## config.mk

```make
export PLATFORM = sky130hd
export DESIGN_NAME = pci_rd_prefetch_seq
export DESIGN_NICKNAME = d
export VERILOG_FILES = /design/src/rtl/pfs_pkg.sv /design/src/rtl/pfs_cmd_decode.sv /design/src/rtl/pfs_len_calc.sv /design/src/rtl/pfs_fetch_gen.sv /design/src/rtl/pci_rd_prefetch_seq.sv
export SDC_FILE = /design/constraint.sdc
export NUM_CORES = 1
export LEC_CHECK = 0
export ABC_AREA = 1
export BUFFER_PORTS_ARGS = -buffer_cell sky130_fd_sc_hd__clkbuf_2
export CORE_MARGIN = 2
export CORE_UTILIZATION = 55
export DETAILED_ROUTE_END_ITERATION = 10
export GPL_TIMING_DRIVEN = 1
export PLACE_DENSITY = 0.8
export SYNTH_ARGS = -nofsm -noshare
export SYNTH_HDL_FRONTEND = slang
export SYNTH_SLANG_ARGS = --single-unit
```

## constraint.sdc

```tcl
create_clock -name clk -period 3.02 [get_ports clk]
set_input_delay 0.302 -clock clk [delete_from_list [all_inputs] [get_ports clk]]
set_output_delay 0.302 -clock clk [all_outputs]
set_load 0.02 [all_outputs]
```

## src/rtl/pfs_pkg.sv

```systemverilog
package pfs_pkg;

    typedef enum logic [1:0] {
        K_DECLINE  = 2'd0,
        K_RD       = 2'd1,
        K_RD_MULTI = 2'd2,
        K_WR       = 2'd3
    } cmd_kind_e;

    typedef enum logic [1:0] {
        S_IDLE  = 2'd0,
        S_RESP  = 2'd1,
        S_FETCH = 2'd2,
        S_DONE  = 2'd3
    } seq_state_e;

    localparam logic [3:0] CODE_MEM_RD       = 4'b0110;
    localparam logic [3:0] CODE_MEM_WR       = 4'b0111;
    localparam logic [3:0] CODE_MEM_RD_MULTI = 4'b1100;

    function automatic cmd_kind_e classify(input logic [3:0] code);
        case (code)
            CODE_MEM_RD:       return K_RD;
            CODE_MEM_WR:       return K_WR;
            CODE_MEM_RD_MULTI: return K_RD_MULTI;
            default:           return K_DECLINE;
        endcase
    endfunction

endpackage

```

## src/rtl/pfs_cmd_decode.sv

```systemverilog
module pfs_cmd_decode
    import pfs_pkg::*;
(
    input  logic [3:0] code,
    input  logic       spec,
    output cmd_kind_e  kind,
    output logic       is_read,
    output logic       add_line
);
    always_comb begin
        kind     = classify(code);
        is_read  = (kind == K_RD) || (kind == K_RD_MULTI);
        add_line = (kind == K_RD_MULTI) || ((kind == K_RD) && spec);
    end
endmodule

```

## src/rtl/pfs_len_calc.sv

```systemverilog
module pfs_len_calc #(
    parameter int ADDR_W     = 32,
    parameter int WORD_BYTES = 4,
    parameter int LINE_WORDS = 8,
    parameter int CNT_W      = 5
) (
    input  logic [ADDR_W-1:0] addr,
    input  logic              add_line,
    output logic [ADDR_W-1:0] start_addr,
    output logic [CNT_W-1:0]  count
);
    localparam int OFF_W = $clog2(WORD_BYTES);
    localparam int IDX_W = $clog2(LINE_WORDS);
    localparam logic [ADDR_W-1:0] OFF_MASK = ADDR_W'(WORD_BYTES - 1);

    logic [IDX_W-1:0] idx;

    always_comb begin
        idx        = addr[OFF_W +: IDX_W];
        start_addr = addr & ~OFF_MASK;
        count      = CNT_W'(LINE_WORDS) - CNT_W'(idx)
                   + (add_line ? CNT_W'(LINE_WORDS) : CNT_W'(0));
    end
endmodule

```

## src/rtl/pfs_fetch_gen.sv

```systemverilog
module pfs_fetch_gen #(
    parameter int ADDR_W     = 32,
    parameter int WORD_BYTES = 4,
    parameter int CNT_W      = 5
) (
    input  logic              clk,
    input  logic              rst,
    input  logic              load,
    input  logic [ADDR_W-1:0] load_addr,
    input  logic [CNT_W-1:0]  load_count,
    input  logic              ready,
    output logic              valid,
    output logic [ADDR_W-1:0] addr,
    output logic              last_hs
);
    logic [CNT_W-1:0] remain_q;
    logic [ADDR_W-1:0] addr_q;
    logic hs;

    assign valid   = (remain_q != '0);
    assign addr    = addr_q;
    assign hs      = valid && ready;
    assign last_hs = hs && (remain_q == CNT_W'(1));

    always_ff @(posedge clk) begin
        if (rst) begin
            remain_q <= '0;
            addr_q   <= '0;
        end else if (load) begin
            remain_q <= load_count;
            addr_q   <= load_addr;
        end else if (hs) begin
            remain_q <= remain_q - CNT_W'(1);
            addr_q   <= addr_q + ADDR_W'(WORD_BYTES);
        end
    end


    stall_hold_chk: assert property (@(posedge clk) disable iff (rst)
        (valid && !ready && !load) |=> (valid && $stable(addr)));


    addr_step_chk: assert property (@(posedge clk) disable iff (rst)
        (hs && !load) |=> (!valid || addr == $past(addr) + ADDR_W'(WORD_BYTES)));
endmodule

```

## src/rtl/pci_rd_prefetch_seq.sv

```systemverilog
module pci_rd_prefetch_seq
    import pfs_pkg::*;
#(
    parameter int ADDR_W     = 32,
    parameter int WORD_BYTES = 4,
    parameter int LINE_WORDS = 8
) (
    input  logic              clk,
    input  logic              rst,
    input  logic              cmd_valid,
    input  logic [3:0]        cmd_code,
    input  logic [ADDR_W-1:0] cmd_addr,
    input  logic              spec_rd_en,
    output logic              cmd_ready,
    output logic              claim,
    output logic              decline,
    output logic              fetch_valid,
    output logic [ADDR_W-1:0] fetch_addr,
    input  logic              fetch_ready,
    output logic              done
);
    localparam int CNT_W = $clog2(2 * LINE_WORDS + 1);

    seq_state_e        state_q;
    logic [3:0]        code_q;
    logic [ADDR_W-1:0] addr_q;
    logic              spec_q;

    cmd_kind_e         kind;
    logic              is_read;
    logic              add_line;
    logic [ADDR_W-1:0] start_addr;
    logic [CNT_W-1:0]  count;
    logic              gen_load;
    logic              last_hs;
    logic              accept;

    pfs_cmd_decode u_dec (
        .code     (code_q),
        .spec     (spec_q),
        .kind     (kind),
        .is_read  (is_read),
        .add_line (add_line)
    );

    pfs_len_calc #(
        .ADDR_W     (ADDR_W),
        .WORD_BYTES (WORD_BYTES),
        .LINE_WORDS (LINE_WORDS),
        .CNT_W      (CNT_W)
    ) u_len (
        .addr       (addr_q),
        .add_line   (add_line),
        .start_addr (start_addr),
        .count      (count)
    );

    pfs_fetch_gen #(
        .ADDR_W     (ADDR_W),
        .WORD_BYTES (WORD_BYTES),
        .CNT_W      (CNT_W)
    ) u_gen (
        .clk        (clk),
        .rst        (rst),
        .load       (gen_load),
        .load_addr  (start_addr),
        .load_count (count),
        .ready      (fetch_ready),
        .valid      (fetch_valid),
        .addr       (fetch_addr),
        .last_hs    (last_hs)
    );

    assign cmd_ready = (state_q == S_IDLE);
    assign accept    = cmd_valid && cmd_ready;
    assign claim     = (state_q == S_RESP) && (kind != K_DECLINE);
    assign decline   = (state_q == S_RESP) && (kind == K_DECLINE);
    assign done      = (state_q == S_DONE);
    assign gen_load  = (state_q == S_RESP) && is_read;

    always_ff @(posedge clk) begin
        if (rst) begin
            state_q <= S_IDLE;
            code_q  <= '0;
            addr_q  <= '0;
            spec_q  <= 1'b0;
        end else begin
            case (state_q)
                S_IDLE: if (accept) begin
                    code_q  <= cmd_code;
                    addr_q  <= cmd_addr;
                    spec_q  <= spec_rd_en;
                    state_q <= S_RESP;
                end
                S_RESP:  state_q <= is_read ? S_FETCH : S_IDLE;
                S_FETCH: if (last_hs) state_q <= S_DONE;
                default: state_q <= S_IDLE;
            endcase
        end
    end


    claim_decline_excl_chk: assert property (@(posedge clk) disable iff (rst)
        $onehot0({claim, decline}));


    resp_pulse_chk: assert property (@(posedge clk) disable iff (rst)
        (claim || decline) |=> !(claim || decline));


    decline_no_fetch_chk: assert property (@(posedge clk) disable iff (rst)
        decline |=> (cmd_ready && !fetch_valid));


    busy_not_ready_chk: assert property (@(posedge clk) disable iff (rst)
        (fetch_valid || done) |-> !cmd_ready);


    done_then_idle_chk: assert property (@(posedge clk) disable iff (rst)
        done |=> (cmd_ready && !done && !fetch_valid));
endmodule

```

==> results of run 1 <==
==> cell usage after synthesis, drive strengths merged, types with 2 or more instances <==
library cell and number:
nand4 2, nor2 78, inv 89, nor3 3, xnor2 3, dfxtp 72, o22ai 19, a31oi 11
buf 12, a21oi 54, clkbuf 13, nand2 136, ha 9, xor2 11, nand3 18, o21ai 47
==> metrics by stage <==
stage                     total power [mW]  area [um^2]  hold slack, ns  util, %  std cells
final                                 2.59         4540           0.203     66.1        748
after global routing                  2.71         4540           0.218     66.1        748
after CTS                             2.58         4530           0.195     65.9        747
after detailed placement              1.80         4320           0.451     62.9        731
after global placement                1.77         4320           0.447     62.9        731
after floorplan                       1.64         3940           0.430        -        583
==> timing repair <==
| item | 4_1_cts | 5_1_grt |
|---|---|---|
| gates resized for setup | 0 | 1 |
| buffers inserted | 0 | 1 |
| endpoints found under the hold margin | 0 | 0 |
| setup endpoints to repair | 0 | 30 |
==> per-layer routing <==
metal | track usage [%] | vias up
met5 | 0 | -
li1 | - | 1972
met3 | 5.78 | 19
met2 | 41.6 | 140
met1 | 32.8 | 1734
met4 | 10.2 | 0
==> report_power, final <==
part	switching, mW	leakage [nW]	internal (mW)
Combinational	0.465	1.20	0.231
Clock	0.388	0.0989	0.407
Sequential	0.0619	0.590	1.04
==> critical path, cell delays in order, from the launching register on <==
cell and delay [ns]:
dfxtp_1 0.33, inv_1 0.05, nor3_1 0.26, inv_1 0.12, o21ai_0 0.23, inv_1 0.11, ha_1 0.34, nor2_4 0.05
buf_4 0.18, nor2_4 0.57, nand3_1 0.18, a21oi_2 0.16
==> logic make-up (layout without fill, tap and decap cells) <==
logic type	Yosys count	in the layout	share of synthesized area, %
AO/OA/AOI/OAI	132	132	19.7
XOR/XNOR	14	14	3.12
adder cells (fa/ha/maj)	9	9	2.86
buffers and inverters	115	184	12.2
flip-flops	72	72	36.7
other	1	2	0.0954
AND/OR/NAND/NOR	239	239	25.3
==> area by class of cell <==
class                      count  area, um^2
fill                         618        2330
multi-input combinational    396        2020
sequential                    72        1440
timing repair buffer          78         415
inverter                      90         338
clock buffer                  10         138
tap                           96         120
clock inverter                 6        67.6
==> worst paths after layout <==
kind / from / end / slack (ns) / depth (start not counted)
worst max-delay path: code_q[2]$_SDFFE_PP0P_ / u_gen.addr[20]$_SDFFE_PP0P_ / 0.34 / 11
worst min-delay path: cmd_addr[5] / addr_q[5]$_SDFFE_PP0P_ / 0.20 / 3
worst max register to register: code_q[2]$_SDFFE_PP0P_ / u_gen.addr[20]$_SDFFE_PP0P_ / 0.34 / 11
worst min register to register: addr_q[13]$_SDFFE_PP0P_ / addr_q[13]$_SDFFE_PP0P_ / 0.46 / 2
==> sequential cells by signal, indices dropped and copies added, names as in the netlist <==
signal          flops
u_gen.addr         30
code_q              4
u_gen.remain_q      5
addr_q             30
state_q             2
spec_q              1
==> run_results.csv, run 1 <==
group,metric,value,unit
logic_synthesis,ys_seq_area_share,36.7,%
logic_synthesis,synth_top_area_share,36.7,%
final_layout,area_delta_synth_final,15.5,%
placed_design,dp_hpwl,6.74,mm
detailed_routing,top_layer,"met4",
logic_synthesis,ys_ff_latch,72,
logic_synthesis,netlist_instances,582,
critical_path,critical_path_required,3.29,ns
clock_network,clock_latency,0.35,ns
floorplan,rows,30,
detailed_routing,wl_met1,4.44,mm
final_layout,layout_common_cells,"nand2_1, inv_1, clkbuf_2",
clock_network,cts_buffer_depth,2,
sta,max_freq,373,MHz
run_status,outcome,"finished, final reports clean",
logic_synthesis,synth_top_cells_by_area,"dfxtp_1, nand2_1, inv_1",
clock_network,cts_tree,"built",
pwr,powerDensity,570,nW/um^2
grt,antenna_found_initial,0,
job,cap_viol_max_count,0,
detailed_routing,routed-wl-met2,4.29,mm
sta,final.setup.tns,0,ns
detailed_routing,drc,0,
sta,rsz0062_at_grt,"false",
placed_design,routabilityCongestion,0.951,
sta,slew_violations,0,
floorplan,die_area,7840,um^2
clock_network,cts_made_buffers,9,
sta,final.period_utilization,88.8,%
final_layout,nets,697,
detailed_routing,postRouteAntennaNets,0,
final_layout,drive_gt1_share,20.9,%
detailed_routing,wl,9.56,mm
logic_synthesis,ys.flop_type,"dfxtp_1",
logic_synthesis,synth-edff-count,0,
pwr,p_leak,1.89,nW
grt,grt_overflow_total,0,
sta,final.setup.worst_slack,0.339,ns
floorplan,fp.dieW,88.5,um
worst_hold_path,hold_path.class,"in -> reg",
grt,grt_pass1_vias,3487,
floorplan,coreArea,6870,um^2
detailed_routing,via_count,3865,
detailed_routing,vias_per_cell,5.17,
sta,fin_skew,0.0116,ns
final_layout,diodes,0,
grt,grt_use_total,25.5,%
sta,setup_viol,0,
final_layout,final_common_cell,"nand2_1",
grt,grt_first_pass_wirelength,15.6,mm
critical_path,worstSetupPathType,"reg -> reg",
logic_synthesis,ys_warn_count,0,
pwr,vdd_drop_max,0.279,mV
placed_design,port_buffers,73,
sta,layout_min_cycle_time,2.68,ns
logic_synthesis,postSynth.asyncResetShare,0,%
detailed_routing,drt_first_pass_iters,5,
sta,hold_viol,0,
critical_path,start_kind,"flop",
detailed_routing,drtIter0Drc,262,
detailed_routing,wl_met3,613,um
clock_network,cts_hold_buf,0,
sta,tightest_slew,0.813,ns
sta,slew_headroom,45.8,%
detailed_routing,wire_per_inst,12.8,um
grt,grt_start_max_net_pins,43,
logic_synthesis,synth_cell_types,31,
logic_synthesis,syn_avg_cell_area,6.75,um^2
logic_synthesis,yosys.area.top_type,"dfxtp_1",
placed_design,pre_cts_slack,0.0943,ns
critical_path,critical_path_arrival,2.95,ns
floorplan,io_pins,78,
critical_path,crit_fanout,29,
floorplan,die_y,88.5,um
floorplan,start_util,57.2,%
clock_network,clock-sinks,72,
logic_synthesis,syn-cell-area,3930,um^2
clock_network,clk_pin_slew,0.09,ns
critical_path,cp-end-kind,"flop",
clock_network,ctsHtreeMaxLevel,3,
clock_network,cts_root_buf,"clkbuf_8",
No activity file was read; power rests on OpenSTA's default activity.
==> run 2: changes to the inputs <==
==> constraint.sdc (replaced) <==
create_clock -name clk -period 2.7 [get_ports clk]
set_input_delay 0.27 -clock clk [delete_from_list [all_inputs] [get_ports clk]]
set_output_delay 0.27 -clock clk [all_outputs]
set_load 0.02 [all_outputs]
==> run 2 against run 1 <==
- largest cell class unchanged
- cell area grew 0.96%
- critical path type unchanged
- die area is the same
- critical path depth grew 3
- critical endpoint is now u_gen.addr[12]$_SDFFE_PP0P_
- worst hold slack lost 0.026 ns
- first-iteration DRC count shrank 20%
- sequential cell count is the same
==> run_results.csv, run 2 (synthesis results as in run 1) <==
group,metric,value,unit
sta,slew_violations,0,
sta,max_freq,404,MHz
sta,fin_skew,0.00947,ns
pwr,powerDensity,641,nW/um^2
pwr,seq_power_share,41.8,%
floorplan,io_pins,78,
run_status,outcome,"finished, final reports clean",
grt,top_usage_layer,"met2",
detailed_routing,postRouteAntennaNets,0,
sta,layout_min_cycle_time,2.47,ns
detailed_routing,vias_per_cell,5.12,
clock_network,cts_hold_buf,0,
sta,hold_viol,0,
sta,setup_viol,0,
floorplan,die_y,88.5,um
sta,final.setup.tns,0,ns
final_layout,diodes,0,
final_layout,layout_common_cells,"nand2_1, inv_1, clkbuf_2",
pwr,clock_power_share,30.9,%
critical_path,worstSetupPathType,"reg -> reg",
sta,slew_headroom,54.5,%
critical_path,cp-end-kind,"flop",
sta,final.period_utilization,91.7,%
pwr,switching_share,33.7,%
sta,tightest_slew,0.682,ns
final_layout,fill_cells,619,
pwr,combPwrFrac,27.3,%
grt,use_met2,42.7,%
grt,antenna_found_initial,0,
final_layout,regArea,1440,um^2
grt,grt_pass1_vias,3524,
floorplan,coreArea,6870,um^2
pwr,p_int,1.95,mW
grt,use_met1,32.0,%
final_layout,drive_gt1_share,21.5,%
placed_design,port_buffers,73,
sta,holdWs,0.177,ns
pwr,vdd_drop_max,0.338,mV
detailed_routing,drc,0,
detailed_routing,wire_per_inst,12.7,um
clock_network,cts_setup_buffers,0,
placed_design,dp_hpwl,7.04,mm
clock_network,cts_buffer_depth,2,
detailed_routing,drtIter0Drc,210,
placed_design,routabilityCongestion,0.982,
floorplan,start_util,57.2,%
final_layout,multi_input_area,2020,um^2
critical_path,start_kind,"flop",
grt,grtUsageMet3,5.32,%
pwr,p_switching,0.989,mW
critical_path,critical_path_arrival,2.70,ns
placed_design,postPlaceCellArea,4370,um^2
sta,rsz0062_at_grt,"false",
final_layout,final_common_cell,"nand2_1",
detailed_routing,wl,9.57,mm
critical_path,crit_fanout,11,
final_layout,final_area,4580,um^2
floorplan,rows,30,
clock_network,cts_made_buffers,9,
detailed_routing,drt_first_pass_iters,5,
detailed_routing,via_count,3857,
grt,grt_first_pass_wirelength,15.7,mm
pwr,p_leak,1.92,nW
grt,grt_start_max_net_pins,34,
clock_network,clock_latency,0.35,ns
clock_network,ctsHtreeMaxLevel,3,
final_layout,nets,702,
clock_network,cts-resized-gates,0,
grt,grt_use_total,25.7,%
worst_hold_path,hold_path.class,"in -> reg",
job,cap_viol_max_count,0,
critical_path,critical_path_required,2.92,ns
grt,grt_overflow_total,0,
pwr,fin_total_pwr,2.94,mW
clock_network,clock-sinks,72,
final_layout,area_delta_synth_final,16.6,%
floorplan,die_area,7840,um^2
clock_network,cts_tree,"built",
floorplan,fp.dieW,88.5,um
clock_network,cts_root_buf,"clkbuf_8",
clock_network,clk_pin_slew,0.08,ns
[run 2: path summary, 6_finish.rpt]
path / from / to / slack, ns / depth (start not counted)
min reg2reg: addr_q[14]$_SDFFE_PP0P_ / addr_q[14]$_SDFFE_PP0P_ / 0.46 / 2
max reg2reg: code_q[2]$_SDFFE_PP0P_ / u_gen.addr[12]$_SDFFE_PP0P_ / 0.23 / 14
min: cmd_addr[12] / addr_q[12]$_SDFFE_PP0P_ / 0.18 / 3
max: code_q[2]$_SDFFE_PP0P_ / u_gen.addr[12]$_SDFFE_PP0P_ / 0.23 / 14
[run 2: power groups by stage]
stage	Clock (mW)	Sequential [mW]	Combinational (mW)
global placement	0	1.25	0.766
finish	0.907	1.23	0.801
CTS	0.915	1.23	0.797
global route	0.961	1.24	0.886
floorplan	0	1.26	0.582
detailed placement	0	1.25	0.790
[run 2: stage by stage]
step,utilization (%),cells,setup slack (ns)
2_1_floorplan,-,583,0.608
6_report,66.7,753,0.225
4_1_cts,66.7,753,0.232
3_3_place_gp,63.6,737,0.374
3_5_place_dp,63.6,737,0.274
5_1_grt,66.7,753,0.0692
[run 2: layout make-up]
| cell class | instances | area share (%) |
|---|---|---|
| multi-input combinational | 396 | 44.0 |
| clock inverter | 4 | 1.12 |
| timing repair buffer | 83 | 9.88 |
| tap | 96 | 2.62 |
| clock buffer | 12 | 3.60 |
| inverter | 90 | 7.37 |
| sequential | 72 | 31.4 |
[run 2: worst max-delay path: stages, from the launching register on]
cell and delay [ns]:
dfxtp_1 0.33, inv_1 0.05, nor3_1 0.24, inv_1 0.12, o21ai_0 0.25, inv_1 0.11
ha_1 0.32, nor2_4 0.16, inv_2 0.07, nand2_2 0.15, inv_1 0.21, nand2_1 0.11
nand2_1 0.05, a21oi_1 0.11, nor2_1 0.05
[run 2: layer usage]
metal	wire (um)	vias up
met5	0	-
met4	187	0
met3	665	17
met2	4410	142
met1	4310	1721
li1	-	1977
==> run 3: changes to the inputs <==
--- a/config.mk
+++ b/config.mk
@@ -7,11 +7,15 @@
 export LEC_CHECK = 0
 export ABC_AREA = 1
 export BUFFER_PORTS_ARGS = -buffer_cell sky130_fd_sc_hd__clkbuf_2
+export CELL_PAD_IN_SITES_DETAIL_PLACEMENT = 1
+export CELL_PAD_IN_SITES_GLOBAL_PLACEMENT = 2
 export CORE_MARGIN = 2
-export CORE_UTILIZATION = 55
+export CORE_UTILIZATION = 30
 export DETAILED_ROUTE_END_ITERATION = 10
 export GPL_TIMING_DRIVEN = 1
-export PLACE_DENSITY = 0.8
+export MAX_ROUTING_LAYER = met4
+export PLACE_DENSITY_LB_ADDON = 0.1
+export SLEW_MARGIN = 40
 export SYNTH_ARGS = -nofsm -noshare
 export SYNTH_HDL_FRONTEND = slang
 export SYNTH_SLANG_ARGS = --single-unit
==> run 3 against run 2 <==
- setup slack better by 0.19 ns
- via count up 0.86%
- final cell count up 10%
- critical path type unchanged
- global-route usage down 7.0 points
==> run_results.csv, run 3 (synthesis results as in run 1) <==
group,metric,value,unit
grt,grt_use_total,18.7,%
pwr,clock_power_share,37.4,%
floorplan,io_pins,78,
detailed_routing,drtIter0Drc,103,
placed_design,port_buffers,73,
sta,setup_viol,0,
sta,slew_violations,0,
clock_network,cts_setup_buffers,0,
floorplan,die_area,14000,um^2
detailed_routing,postRouteAntennaNets,0,
pwr,powerDensity,692,nW/um^2
grt,grt_overflow_total,0,
grt,antenna_found_initial,0,
placed_design,routabilityCongestion,0.809,
detailed_routing,wl,12.3,mm
pwr,p_switching,1.10,mW
clock_network,cts_made_buffers,9,
pwr,p_leak,1.96,nW
critical_path,startpoint,"code_q[2]$_SDFFE_PP0P_",
placed_design,pre_cts_slack,0.317,ns
final_layout,area_delta_synth_final,21.4,%
final_layout,diodes,0,
critical_path,timing.rr.start,"code_q[2]$_SDFFE_PP0P_",
critical_path,rr_worst_depth,13,
final_layout,nets,703,
floorplan,rows,41,
worst_hold_path,hp-start,"cmd_addr[5]",
sta,rsz0062_at_grt,"false",
sta,fin_skew,0.00438,ns
detailed_routing,wire_per_inst,14.8,um
pwr,vdd_drop_max,0.451,mV
critical_path,start_kind,"flop",
critical_path,cp-end-kind,"flop",
floorplan,fp.dieW,118,um
critical_path,rrSetupSlack,0.41,ns
worst_hold_path,worstHoldEndpoint,"addr_q[5]$_SDFFE_PP0P_",
floorplan,start_util,30.9,%
grt,grt_first_pass_wirelength,20.0,mm
sta,max_freq,437,MHz
sta,layout_min_cycle_time,2.29,ns
detailed_routing,vias_per_cell,4.69,
sta,hold_viol,0,
sta,final.setup.tns,0,ns
clock_network,cts_root_buf,"clkbuf_16",
clock_network,cts_hold_buf,0,
critical_path,worstSetupPathType,"reg -> reg",
critical_path,critical_path_required,2.92,ns
clock_network,clock_latency,0.35,ns
critical_path,crit_fanout,12,
job,cap_viol_max_count,0,
detailed_routing,drt_first_pass_iters,4,
clock_network,cts_buffer_depth,2,
final_layout,drive_gt1_share,21.3,%
final_layout,layout_common_cells,"nand2_1, inv_1, clkbuf_2",
clock_network,ctsHtreeMaxLevel,3,
pwr,seq_power_share,37.4,%
detailed_routing,drc,0,
run_status,outcome,"finished, final reports clean",
clock_network,clk_pin_slew,0.06,ns
grt,grt_start_max_net_pins,33,
pwr,switching_share,33.2,%
grt,grt_pass1_vias,4019,
sta,final.setup.worst_slack,0.412,ns
floorplan,die_y,118,um
pwr,combPwrFrac,25.2,%
worst_hold_path,min_path_cells,3,
detailed_routing,via_count,3890,
sta,final.period_utilization,84.7,%
floorplan,coreArea,12700,um^2
clock_network,clock-sinks,72,
pwr,p_int,2.20,mW
clock_network,cts_tree,"built",
final_layout,fill_cells,1689,
placed_design,dp_hpwl,9.02,mm
critical_path,critical_path_arrival,2.51,ns
critical_path,r2r_end,"u_gen.addr[9]$_SDFFE_PP0P_",
final_layout,final_common_cell,"nand2_1",
worst_hold_path,hold_path.class,"in -> reg",
run 3: cell type report:
class,count,area [um^2],share of cell area [%]
Clock inverter,3,40.0,0.839
Sequential cell,72,1440,30.2
Inverter,90,338,7.08
Multi-Input combinational cell,396,2020,42.3
Timing Repair Buffer,84,460,9.65
Clock buffer,13,260,5.46
Tap cell,172,215,4.51
run 3: how the worst max path moves through the flow:
stage | to | slack (ns) | cells past startpoint
global route | u_gen.addr[19]$_SDFFE_PP0P_ | 0.08 | 13
global placement | u_gen.addr[9]$_SDFFE_PP0P_ | 0.40 | 13
floorplan | u_gen.addr[19]$_SDFFE_PP0P_ | 0.61 | 13
detailed placement | u_gen.addr[9]$_SDFFE_PP0P_ | 0.32 | 13
finish | u_gen.addr[9]$_SDFFE_PP0P_ | 0.41 | 13
CTS | u_gen.addr[9]$_SDFFE_PP0P_ | 0.30 | 13
run 3: per-stage QoR:
stage	area [um^2]	std cells	hold slack [ns]	power (mW)	util, %
global route	4770	830	0.191	3.49	37.5
finish	4770	830	0.175	3.30	37.5
floorplan	3940	583	0.430	1.84	-
global placement	4470	814	0.449	2.08	35.1
CTS	4770	830	0.168	3.35	37.5
detailed placement	4470	814	0.450	2.09	35.1
run 3: layer usage:
layer  up-vias  track usage, %  part of all wire (%)
met3        10            4.49                   2.9
met1      1852            20.7                    45
met2        49            34.0                    51
met5         -               -                     0
met4         0            4.02                  0.91
li1       1979               -                     -
run 3: power by group through the flow:
| stage | Combinational (mW) | Sequential, mW | Clock (mW) |
|---|---|---|---|
| global route | 0.935 | 1.25 | 1.31 |
| detailed placement | 0.837 | 1.26 | 0 |
| finish | 0.832 | 1.23 | 1.23 |
| floorplan | 0.582 | 1.26 | 0 |
| global placement | 0.829 | 1.25 | 0 |
| CTS | 0.845 | 1.23 | 1.27 |
run 3: worst max-delay path: stages (launching register included):
cell	delay (ns)
dfxtp_1	0.32
inv_1	0.05
nor3_1	0.24
inv_1	0.12
o21ai_1	0.18
inv_1	0.09
ha_1	0.31
nor2_4	0.17
inv_2	0.06
nand2_2	0.08
buf_4	0.25
o21ai_0	0.10
a21oi_1	0.13
nor2_1	0.05
run 3: what timing repair did:
item,CTS,global route
endpoints found under the hold margin,0,0
gates resized for setup,0,1
endpoints found under the setup margin,0,1
